[src/rtl/ctlrf_pkg.sv]
package ctlrf_pkg;
   localparam int unsigned WORD_W  = 32;
   localparam int unsigned OFS_W   = 16;

   function automatic bit is_pow2(input int unsigned v);
      return (v != 0) && ((v & (v - 1)) == 0);
   endfunction
endpackage

[src/rtl/ctlrf_bank.sv]
module ctlrf_bank #(
   parameter int unsigned DATA_W    = 32,
   parameter int unsigned NUM_REGS  = 16,
   parameter int unsigned TIDX_REG  = 2,
   parameter int unsigned BADR_REG  = 4,
   localparam int unsigned IDX_W    = $clog2(NUM_REGS)
) (
   input  logic              clk,
   input  logic              rst_n,
   input  logic              wr_en,
   input  logic [IDX_W-1:0]  wr_idx,
   input  logic [DATA_W-1:0] wr_data,
   input  logic              tidx_adv,
   input  logic [DATA_W-1:0] tidx_next,
   input  logic              badr_adv,
   input  logic [DATA_W-1:0] badr_next,
   input  logic              rd_en,
   input  logic [IDX_W-1:0]  rd_idx,
   output logic [DATA_W-1:0] rd_data,
   output logic [NUM_REGS-1:0] written,
   output logic [DATA_W-1:0] tidx_q,
   output logic [DATA_W-1:0] badr_q
);
   logic [DATA_W-1:0]   regs_q [NUM_REGS];
   logic [NUM_REGS-1:0] written_q;

   always_ff @(posedge clk) begin
      if (!rst_n) begin
         for (int i = 0; i < NUM_REGS; i++) regs_q[i] <= '0;
         written_q <= '0;
      end else begin
         for (int i = 0; i < NUM_REGS; i++) begin
            if (wr_en && wr_idx == IDX_W'(i)) begin
               regs_q[i]    <= wr_data;
               written_q[i] <= 1'b1;
            end else if (i == int'(TIDX_REG) && tidx_adv) begin
               regs_q[i] <= tidx_next;
            end else if (i == int'(BADR_REG) && badr_adv) begin
               regs_q[i] <= badr_next;
            end
         end
      end
   end

   always_ff @(posedge clk) begin
      if (!rst_n)     rd_data <= '0;
      else if (rd_en) rd_data <= regs_q[rd_idx];
   end

   assign written = written_q;
   assign tidx_q  = regs_q[TIDX_REG];
   assign badr_q  = regs_q[BADR_REG];

   // read data one cycle later, value before any same-cycle write
   p_rd_latency_r9: assert property (@(posedge clk) disable iff (!rst_n)
      rd_en |=> rd_data == $past(regs_q[rd_idx]));

   // rd_data holds without a request
   p_rd_hold_r9: assert property (@(posedge clk) disable iff (!rst_n)
      !rd_en |=> $stable(rd_data));

   generate
      for (genvar g = 0; g < NUM_REGS; g++) begin : g_flag_chk
         // written flags are sticky
         p_written_sticky_r2: assert property (@(posedge clk) disable iff (!rst_n)
            written_q[g] |=> written_q[g]);
      end
   endgenerate
endmodule

[src/rtl/ctlrf_tbl_port.sv]
module ctlrf_tbl_port #(
   parameter int unsigned DATA_W   = 32,
   parameter int unsigned JT_DEPTH = 32,
   localparam int unsigned JT_AW   = (JT_DEPTH > 1) ? $clog2(JT_DEPTH) : 1
) (
   input  logic              clk,
   input  logic              rst_n,
   input  logic              hit,
   input  logic [DATA_W-1:0] idx_q,
   output logic              jt_we,
   output logic [JT_AW-1:0]  jt_addr,
   output logic [DATA_W-1:0] idx_next,
   output logic              err
);
   logic in_range;
   logic err_q;

   assign in_range = idx_q < DATA_W'(JT_DEPTH);
   assign jt_we    = hit && in_range;
   assign jt_addr  = idx_q[JT_AW-1:0];
   assign idx_next = idx_q + DATA_W'(1);

   always_ff @(posedge clk) begin
      if (!rst_n)                err_q <= 1'b0;
      else if (hit && !in_range) err_q <= 1'b1;
   end
   assign err = err_q;

   // each table data write advances the index once
   p_idx_advance_r4: assert property (@(posedge clk) disable iff (!rst_n)
      hit |=> idx_q == $past(idx_q) + DATA_W'(1));

   // error flag is sticky
   p_err_sticky_r5: assert property (@(posedge clk) disable iff (!rst_n)
      err_q |=> err_q);
endmodule

[src/rtl/ctlrf_bus_port.sv]
module ctlrf_bus_port #(
   parameter int unsigned DATA_W   = 32,
   parameter int unsigned RB_RANGE = 4096,
   localparam int unsigned OFS_W   = ctlrf_pkg::OFS_W
) (
   input  logic              clk,
   input  logic              rst_n,
   input  logic              hit,
   input  logic [DATA_W-1:0] adr_q,
   output logic              rb_we,
   output logic [OFS_W-1:0]  rb_addr,
   output logic [DATA_W-1:0] adr_next
);
   logic [OFS_W-1:0] ofs;
   logic             in_range;

   assign ofs      = adr_q[OFS_W-1:0];
   assign in_range = {1'b0, ofs} < (OFS_W+1)'(RB_RANGE);
   assign rb_we    = hit && in_range;
   assign rb_addr  = ofs;
   assign adr_next = {adr_q[DATA_W-1:OFS_W], ofs + OFS_W'(1)};

   // offset advances within 16 bits, flag half kept
   p_flags_kept_r7: assert property (@(posedge clk) disable iff (!rst_n)
      hit |=> (adr_q[DATA_W-1:OFS_W] == $past(adr_q[DATA_W-1:OFS_W]))
           && (adr_q[OFS_W-1:0] == $past(adr_q[OFS_W-1:0]) + OFS_W'(1)));
endmodule

[src/rtl/cp_ctl_regfile.sv]
module cp_ctl_regfile #(
   parameter int unsigned DATA_W    = 32,
   parameter int unsigned NUM_REGS  = 16,
   parameter int unsigned JT_DEPTH  = 32,
   parameter int unsigned RB_RANGE  = 4096,
   parameter int unsigned TIDX_REG  = 2,
   parameter int unsigned TDAT_REG  = 3,
   parameter int unsigned BADR_REG  = 4,
   parameter int unsigned BDAT_REG  = 5,
   localparam int unsigned IDX_W    = $clog2(NUM_REGS),
   localparam int unsigned JT_AW    = (JT_DEPTH > 1) ? $clog2(JT_DEPTH) : 1,
   localparam int unsigned OFS_W    = ctlrf_pkg::OFS_W
) (
   input  logic                clk,
   input  logic                rst_n,
   input  logic                cw_en,
   input  logic [IDX_W-1:0]    cw_idx,
   input  logic [DATA_W-1:0]   cw_data,
   input  logic                rd_en,
   input  logic [IDX_W-1:0]    rd_idx,
   output logic [DATA_W-1:0]   rd_data,
   output logic [NUM_REGS-1:0] cw_written,
   output logic                jt_we,
   output logic [JT_AW-1:0]    jt_addr,
   output logic [DATA_W-1:0]   jt_wdata,
   output logic                jt_err,
   output logic                rb_we,
   output logic [OFS_W-1:0]    rb_addr,
   output logic [DATA_W-1:0]   rb_wdata
);
   generate
      if (DATA_W != ctlrf_pkg::WORD_W) begin : g_bad_width
         initial $fatal(1, "DATA_W must equal the package word width");
      end
      if (!ctlrf_pkg::is_pow2(NUM_REGS) || NUM_REGS < 8) begin : g_bad_regs
         initial $fatal(1, "NUM_REGS must be a power of two of at least 8");
      end
      if (!ctlrf_pkg::is_pow2(JT_DEPTH)) begin : g_bad_depth
         initial $fatal(1, "JT_DEPTH must be a power of two");
      end
      if (RB_RANGE == 0 || RB_RANGE > (1 << OFS_W)) begin : g_bad_range
         initial $fatal(1, "RB_RANGE out of offset space");
      end
      if (TIDX_REG >= NUM_REGS || TDAT_REG >= NUM_REGS ||
          BADR_REG >= NUM_REGS || BDAT_REG >= NUM_REGS ||
          TIDX_REG == TDAT_REG || BADR_REG == BDAT_REG ||
          TIDX_REG == BADR_REG || TDAT_REG == BDAT_REG) begin : g_bad_map
         initial $fatal(1, "special register indices invalid");
      end
   endgenerate

   logic              tbl_hit, bus_hit;
   logic [DATA_W-1:0] tidx_q, tidx_next, badr_q, badr_next;

   assign tbl_hit = cw_en && (cw_idx == IDX_W'(TDAT_REG));
   assign bus_hit = cw_en && (cw_idx == IDX_W'(BDAT_REG));

   ctlrf_bank #(
      .DATA_W(DATA_W), .NUM_REGS(NUM_REGS),
      .TIDX_REG(TIDX_REG), .BADR_REG(BADR_REG)
   ) u_bank (
      .clk(clk), .rst_n(rst_n),
      .wr_en(cw_en), .wr_idx(cw_idx), .wr_data(cw_data),
      .tidx_adv(tbl_hit), .tidx_next(tidx_next),
      .badr_adv(bus_hit), .badr_next(badr_next),
      .rd_en(rd_en), .rd_idx(rd_idx), .rd_data(rd_data),
      .written(cw_written), .tidx_q(tidx_q), .badr_q(badr_q)
   );

   ctlrf_tbl_port #(.DATA_W(DATA_W), .JT_DEPTH(JT_DEPTH)) u_tbl (
      .clk(clk), .rst_n(rst_n), .hit(tbl_hit), .idx_q(tidx_q),
      .jt_we(jt_we), .jt_addr(jt_addr), .idx_next(tidx_next), .err(jt_err)
   );

   ctlrf_bus_port #(.DATA_W(DATA_W), .RB_RANGE(RB_RANGE)) u_bus (
      .clk(clk), .rst_n(rst_n), .hit(bus_hit), .adr_q(badr_q),
      .rb_we(rb_we), .rb_addr(rb_addr), .adr_next(badr_next)
   );

   assign jt_wdata = cw_data;
   assign rb_wdata = cw_data;

   // a bus strobe never carries an offset outside the range
   p_bus_in_range_r8: assert property (@(posedge clk) disable iff (!rst_n)
      rb_we |-> ({1'b0, rb_addr} < (OFS_W+1)'(RB_RANGE)));

   // at most one indirect strobe per cycle, only with a write
   p_one_strobe_r3: assert property (@(posedge clk) disable iff (!rst_n)
      (jt_we || rb_we) |-> (cw_en && $countones({jt_we, rb_we}) == 1));
endmodule

[config.mk]
export PLATFORM = sky130hd
export DESIGN_NAME = cp_ctl_regfile
export DESIGN_NICKNAME = d
export VERILOG_FILES = /design/src/rtl/ctlrf_pkg.sv /design/src/rtl/ctlrf_bank.sv /design/src/rtl/ctlrf_tbl_port.sv /design/src/rtl/ctlrf_bus_port.sv /design/src/rtl/cp_ctl_regfile.sv
export SDC_FILE = /design/constraint.sdc
export NUM_CORES = 1
export LEC_CHECK = 0
export BUFFER_PORTS_ARGS = -buffer_cell sky130_fd_sc_hd__buf_2
export CAP_MARGIN = 20
export CELL_PAD_IN_SITES_DETAIL_PLACEMENT = 0
export CELL_PAD_IN_SITES_GLOBAL_PLACEMENT = 1
export CORE_MARGIN = 2
export CORE_UTILIZATION = 54
export DETAILED_ROUTE_END_ITERATION = 16
export PLACE_DENSITY = 0.83
export SYNTH_ARGS = -nofsm -noshare
export SYNTH_HDL_FRONTEND = slang
export SYNTH_SLANG_ARGS = --single-unit
[constraint.sdc]
create_clock -name clk -period 8.2 [get_ports clk]
set_clock_uncertainty 0.05 [all_clocks]
set_input_delay 1.64 -clock clk [delete_from_list [all_inputs] [get_ports clk]]
set_output_delay 1.64 -clock clk [all_outputs]
set_load 0.1 [all_outputs]
### Yosys cells after proc, flatten, opt, wreduce, memory -nomap -nowiden

Memories as Yosys holds them, arrays and structs flattened. A register that Yosys moved wholly into a read port is not among the register bits.
Cells that the tools add are included.

| storage, ports and cells | value |
|---|---|
| register bits after elaboration | 17 |
| output and inout bits | 136 |
| bits in latches | 0 |
| memory bits (read-only) | 0 |
| logic and storage cells | 150 |
| RAM bits | 512 |
| memories | 1 |
| input bits | 44 |

| operators by class | value |
|---|---|
| bitwise logic cells | 18 |
| reduce and logical (&&, ||, !) cells | 22 |
| equal/unequal tests | 15 |
| magnitude comparators | 2 |
| add/sub/neg operators | 2 |
| mux-type cells | 73 |
| multipliers | 0 |
| shifts and indexed selects | 0 |
| div/mod/pow operators | 0 |

Memory list:

| name | depth | width | read ports | clocked after memory_dff | write ports | line | text |
|---|---|---|---|---|---|---|---|
| u_bank.regs_q | 16 | 32 | 3 | 1 | 16 | ctlrf_bank.sv:24 | `logic [DATA_W-1:0] regs_q [NUM_REGS];` |

Operator list:

| kind | count |
|---|---|
| $mux 32 | 18 |
| $mux 1 | 55 |
| $add 32x1->32 const B | 1 |
| $eq 4x4->1 const B | 8 |
| $lt 32x6->1 const B | 1 |
| $logic_and 1x1->1 | 19 |
| $or 1x1->1 | 18 |
| $add 16x1->16 const B | 1 |
| $eq 4x3->1 const B | 4 |
| $lt 16x13->1 const B | 1 |
| $eq 4x2->1 const B | 2 |
| $eq 4x1->1 const B | 1 |
| $logic_not 4->1 | 1 |
| $logic_not 1->1 | 2 |

### Longest topological paths before layout

| depth | value |
|---|---|
| depth in word-level cells | 7 |
| gate-level depth with buffers | 8 |
| depth with buffers taken out | 6 |

### By module

From an unflattened synthesis, not the netlist that was laid out.

| unflattened totals | value |
|---|---|
| cells, all modules | 2108 |
| area total of the unflattened synthesis | 25622.1 sq um |

By module, submodules not included:

| module | times used | area each (sq um) | cells each |
|---|---|---|---|
| ctlrf_bank | 1 | 23801.6 | 1854 |
| ctlrf_tbl_port | 1 | 762.0 | 111 |
| ctlrf_bus_port | 1 | 533.0 | 76 |
| cp_ctl_regfile | 1 | 525.5 | 67 |

### Least setup slack after synthesis

Ideal clock, no wire load.

| path | value |
|---|---|
| path kind | in2out |
| start | input port cw_idx[2] |
| end | output port jt_we |
| path slack | 2.082 ns |
| stages | 4 |
| required time | 6.510 ns |
| arrival | 4.428 ns |
| cell sequence | clkbuf_1 > or3_1 > clkbuf_1 > nor3_1 |

| on the way | value |
|---|---|
| cells in the longest elaborated chain, start to end | 3 |

RTL lines:

| element | line | text |
|---|---|---|
| start, declared | cp_ctl_regfile.sv:17 | `input logic [IDX_W-1:0] cw_idx,` |
| $eq 4x2->1 | cp_ctl_regfile.sv:55 | `assign tbl_hit = cw_en && (cw_idx == IDX_W'(TDAT_REG));` |
| $logic_and 1x1->1 | cp_ctl_regfile.sv:55 |  |
| $logic_and 1x1->1 | ctlrf_tbl_port.sv:19 | `assign jt_we = hit && in_range;` |
| end, declared | cp_ctl_regfile.sv:23 | `output logic jt_we,` |

No other way between the ends.

### Worst setup path after layout

| path | value |
|---|---|
| start | input port cw_idx[1] |
| end | output port jt_we |

Same word-level chain as after synthesis.

==> impl.org <==
** Outcome
- The flow ran to the end, and the final reports show no timing, DRC or antenna violations.

** Synth
- Register area share after synthesis :: 0.667
- Net count after synthesis :: 1775
- Post-synthesis cell count :: 1729
- Counting flops with an async set or reset pin after synthesis yields a share of 0.
- The number of different library cells used by synthesis comes to 51.
- FF+latch count, synth :: 561
- In the synthesized netlist the dominant register cell turns out to be sky130_fd_sc_hd__edfxtp_1.
- Number of enable flip-flop cells after synthesis :: 512
- A synthesized cell averages 14.2 um^2.
- Syn. warnings :: 0
- In this run the cell area of the synthesized design comes to 24500 um^2.

** Worst setup path
- STA classifies the critical path endpoint as a primary output.
- Traced cell by cell, the critical path runs through buf_2 -> nand3_1 -> or3_1 -> nor3_1 -> buf_2.
- RR Startpoint :: u_bank.regs_q[2][0]$_SDFFCE_PN0P_
- Kind of start point of the critical path :: input port
- Largest delay share family, worst path :: simple AND/OR/NAND/NOR gates
- Crit Path Max Fanout :: 7
- For the worst setup path, the data required time is 6510 ps.
- Buf+Inv Stages, Crit Path :: 2
- Worst path arrival time :: 3430 ps
- Critical setup path kind :: in2out
- The cell that appears most often on the critical path is sky130_fd_sc_hd__buf_2.
- The slowest stage of the critical path is the sky130_fd_sc_hd__or3_1 cell.
- On the worst path, the slowest cell contributes a delay of 540 ps.
- Source of the critical timing path :: cw_idx[1]

** Cells and area
- Compared with the post-synthesis result, the final layout area differs by 11.5%.
- Commonest non-fill, non-tap cell in the layout :: sky130_fd_sc_hd__edfxtp_1
- The layout has 3428 filler cells.
- Multi-input combinational cell area :: 7000 um^2
- Antenna diode count :: 0
- Commonest non-fill, non-tap cells in the layout :: 512 x sky130_fd_sc_hd__edfxtp_1, 302 x sky130_fd_sc_hd__nor2_1, 175 x sky130_fd_sc_hd__buf_2
- Fraction of layout cells with a size suffix above 1 :: 0.246
- Summing all flip-flop and latch instances after layout gives 16400 um^2.
- Total Nets Final :: 1847
- The finished layout holds 2448 standard cells, fillers aside.

** Floorplan
- The initial utilization of the core area, before any placement, comes to 0.544.
- Measured along the x axis, the die boundary spans 217 um.
- Cell row count :: 78
- The die is 217 um tall.
- The floorplan step defined a die boundary enclosing 47100 um^2.
- 180 I/O pins were placed.
- The region available for standard cell placement spans 45100 um^2.

** Place
- Input and output buffers added on the ports amount to 179.
- The congestion estimate from routability-driven global placement came to 0.842.
- Counting tap cells, the placed design contains a total of 2342 instances.
- Summed over all nets, the half-perimeter wirelength after detailed placement is 37300 um.

** Timing
- TNS Setup :: 0 ps
- Maximum frequency from static timing analysis :: 0.195 GHz
- Total count of max-transition violations in the final report :: 0
- In the finished design, the share of the clock period the worst path needs comes to 0.624.
- Worst-case headroom to the max-slew limit :: 0.291
- The final count of hold timing violations is 0.
- Worst slack on hold paths :: 394 ps
- Final count of negative-setup-slack endpoints :: 0
- Actual slew at the worst max-slew pin :: 1060 ps
- The smallest clock period supported by the final layout is computed as 5120 ps.
- Setup repair after global routing left no endpoint under its margin.

** Clock network
- The H-tree generated during clock tree synthesis spans 2 levels.
- The tree built by TritonCTS fans out to 561 sinks.
- Latest clock arrival within the worst-skew pair :: 630 ps
- Clock Tree Buf Depth :: 3
- Clock buffers created by TritonCTS :: 56
- Setup repair bufs after CTS :: 0
- Post-CTS clock slew at the launch and capture registers of the worst setup and hold paths :: 60 ps
- CTS tree :: built
- Clock tree root buffer cell :: sky130_fd_sc_hd__clkbuf_16
- Buffers inserted to repair hold after CTS numbered 0.
- After clock tree synthesis, the repair step resized 0 gates.

** Route
- Final ANT Viol Nets :: 0
- DR DRC count :: 0
- After detailed routing, the number of vias per cell comes to 6.10.
- Summed over all layers, the routed wires come to 61000 um.
- For this block, the initial DRC count from the detailed router was 1846.
- Number of detailed-routing iterations run before antenna repair :: 6
- In the final routed layout, each cell accounts on average for 24.9 um.
- Total number of vias :: 14.9k

** Power
- Static leakage :: 0.00974 uW
- Maximum ir drop on the vdd rail :: 164 uV
- Power density over the cells :: 249 nW/um^2

** Global route
- Maximum number of pins on one net before global-route repair :: 107
- Global routing finished with a remaining overflow of 0.
- The initial antenna violation count came to 0.
- Vias in the first global route :: 14.5k
- Gr usage total :: 0.262
- The first global-routing pass estimated 91300 um of wire.

** Flow run
- Across the run, the number of max-cap violations was 0.

** Min path
- Hold WC Path Type :: reg2reg
- The worst hold path begins at u_bank.written[8]$_SDFFE_PN0P_.
## worst paths after layout
check / slack [ps] / endpoint / depth (start not counted)
setup reg to reg: 5910 / u_bank.regs_q[2][26]$_SDFFCE_PN0P_ / 6
hold / removal: 390 / u_bank.written[8]$_SDFFE_PN0P_ / 2
hold reg to reg: 390 / u_bank.written[8]$_SDFFE_PN0P_ / 2
setup / recovery: 3080 / jt_we / 5
## cells in the mapped netlist (all sizes together) (15+ instances only)
cell type | count | area, um^2
a21oi | 34 | 170
buf | 110 | 732
clkbuf | 90 | 338
dfxtp | 49 | 981
edfxtp | 512 | 15400
inv | 43 | 161
mux2 | 64 | 721
mux2i | 32 | 320
mux4 | 96 | 2170
nand2 | 63 | 236
nand3 | 28 | 145
nand4 | 15 | 130
nor2 | 303 | 1140
nor2b | 28 | 175
nor3 | 43 | 220
o21ai | 41 | 205
o22ai | 75 | 469
xnor2 | 20 | 175
xor2 | 23 | 201
## through the flow
stage / setup slack, ps / power [uW] / utilization / cell area [um^2]
after detailed placement: 3130 / 4260 / 0.564 / 25400
after floorplan: 2080 / 4070 / - / 24500
final: 3080 / 6810 / 0.607 / 27300
after global placement: 3140 / 4240 / 0.564 / 25400
after CTS: 3130 / 6840 / 0.606 / 27300
after global routing: 3030 / 7000 / 0.607 / 27300
## report_power, final
group	internal, uW	total [uW]	switching, uW
clock	1530	2610	1080
sequential	3330	3410	82.7
combinational	203	790	586
total	5060	6810	1750
## cell type report
type,instances,area share
Sequential cell,561,0.598
Tap cell,600,0.0275
Multi-Input combinational cell,925,0.256
Clock buffer,81,0.0580
Inverter,43,0.00590
Clock inverter,24,0.0108
Timing Repair Buffer,214,0.0437
## state kept, by name, summed over array words and instances (netlist names)
register	cells
u_bank.regs_q	512
u_tbl.err	1
u_bank.written	16
u_bank.rd_data	32
## routing by layer
| layer | share of wire | global-route usage | routed length [um] |
|---|---|---|---|
| met4 | 0.020 | 0.0728 | 1190 |
| met3 | 0.098 | 0.0471 | 5960 |
| met1 | 0.40 | 0.378 | 24500 |
| met5 | 0 | 0 | 0 |
| met2 | 0.48 | 0.416 | 29400 |
## tightest hold or removal path, cell delays in order, from the launching register on
cell and delay (ps):
sky130_fd_sc_hd__dfxtp_1 310, sky130_fd_sc_hd__inv_1 40, sky130_fd_sc_hd__a21boi_1 50
## kinds of logic (layout without fill, tap and decap cells)
| kind of cell | after synthesis | count (layout) | share of synthesized area |
|---|---|---|---|
| compound gates | 168 | 168 | 0.0400 |
| xor+xnor | 43 | 43 | 0.0154 |
| buf+inv | 243 | 362 | 0.0502 |
| flops | 561 | 561 | 0.667 |
| mux | 192 | 192 | 0.131 |
| simple gates | 520 | 520 | 0.0957 |
| fa+ha+maj | 2 | 2 | 0.00102 |
(Power assumes the default switching activity.)
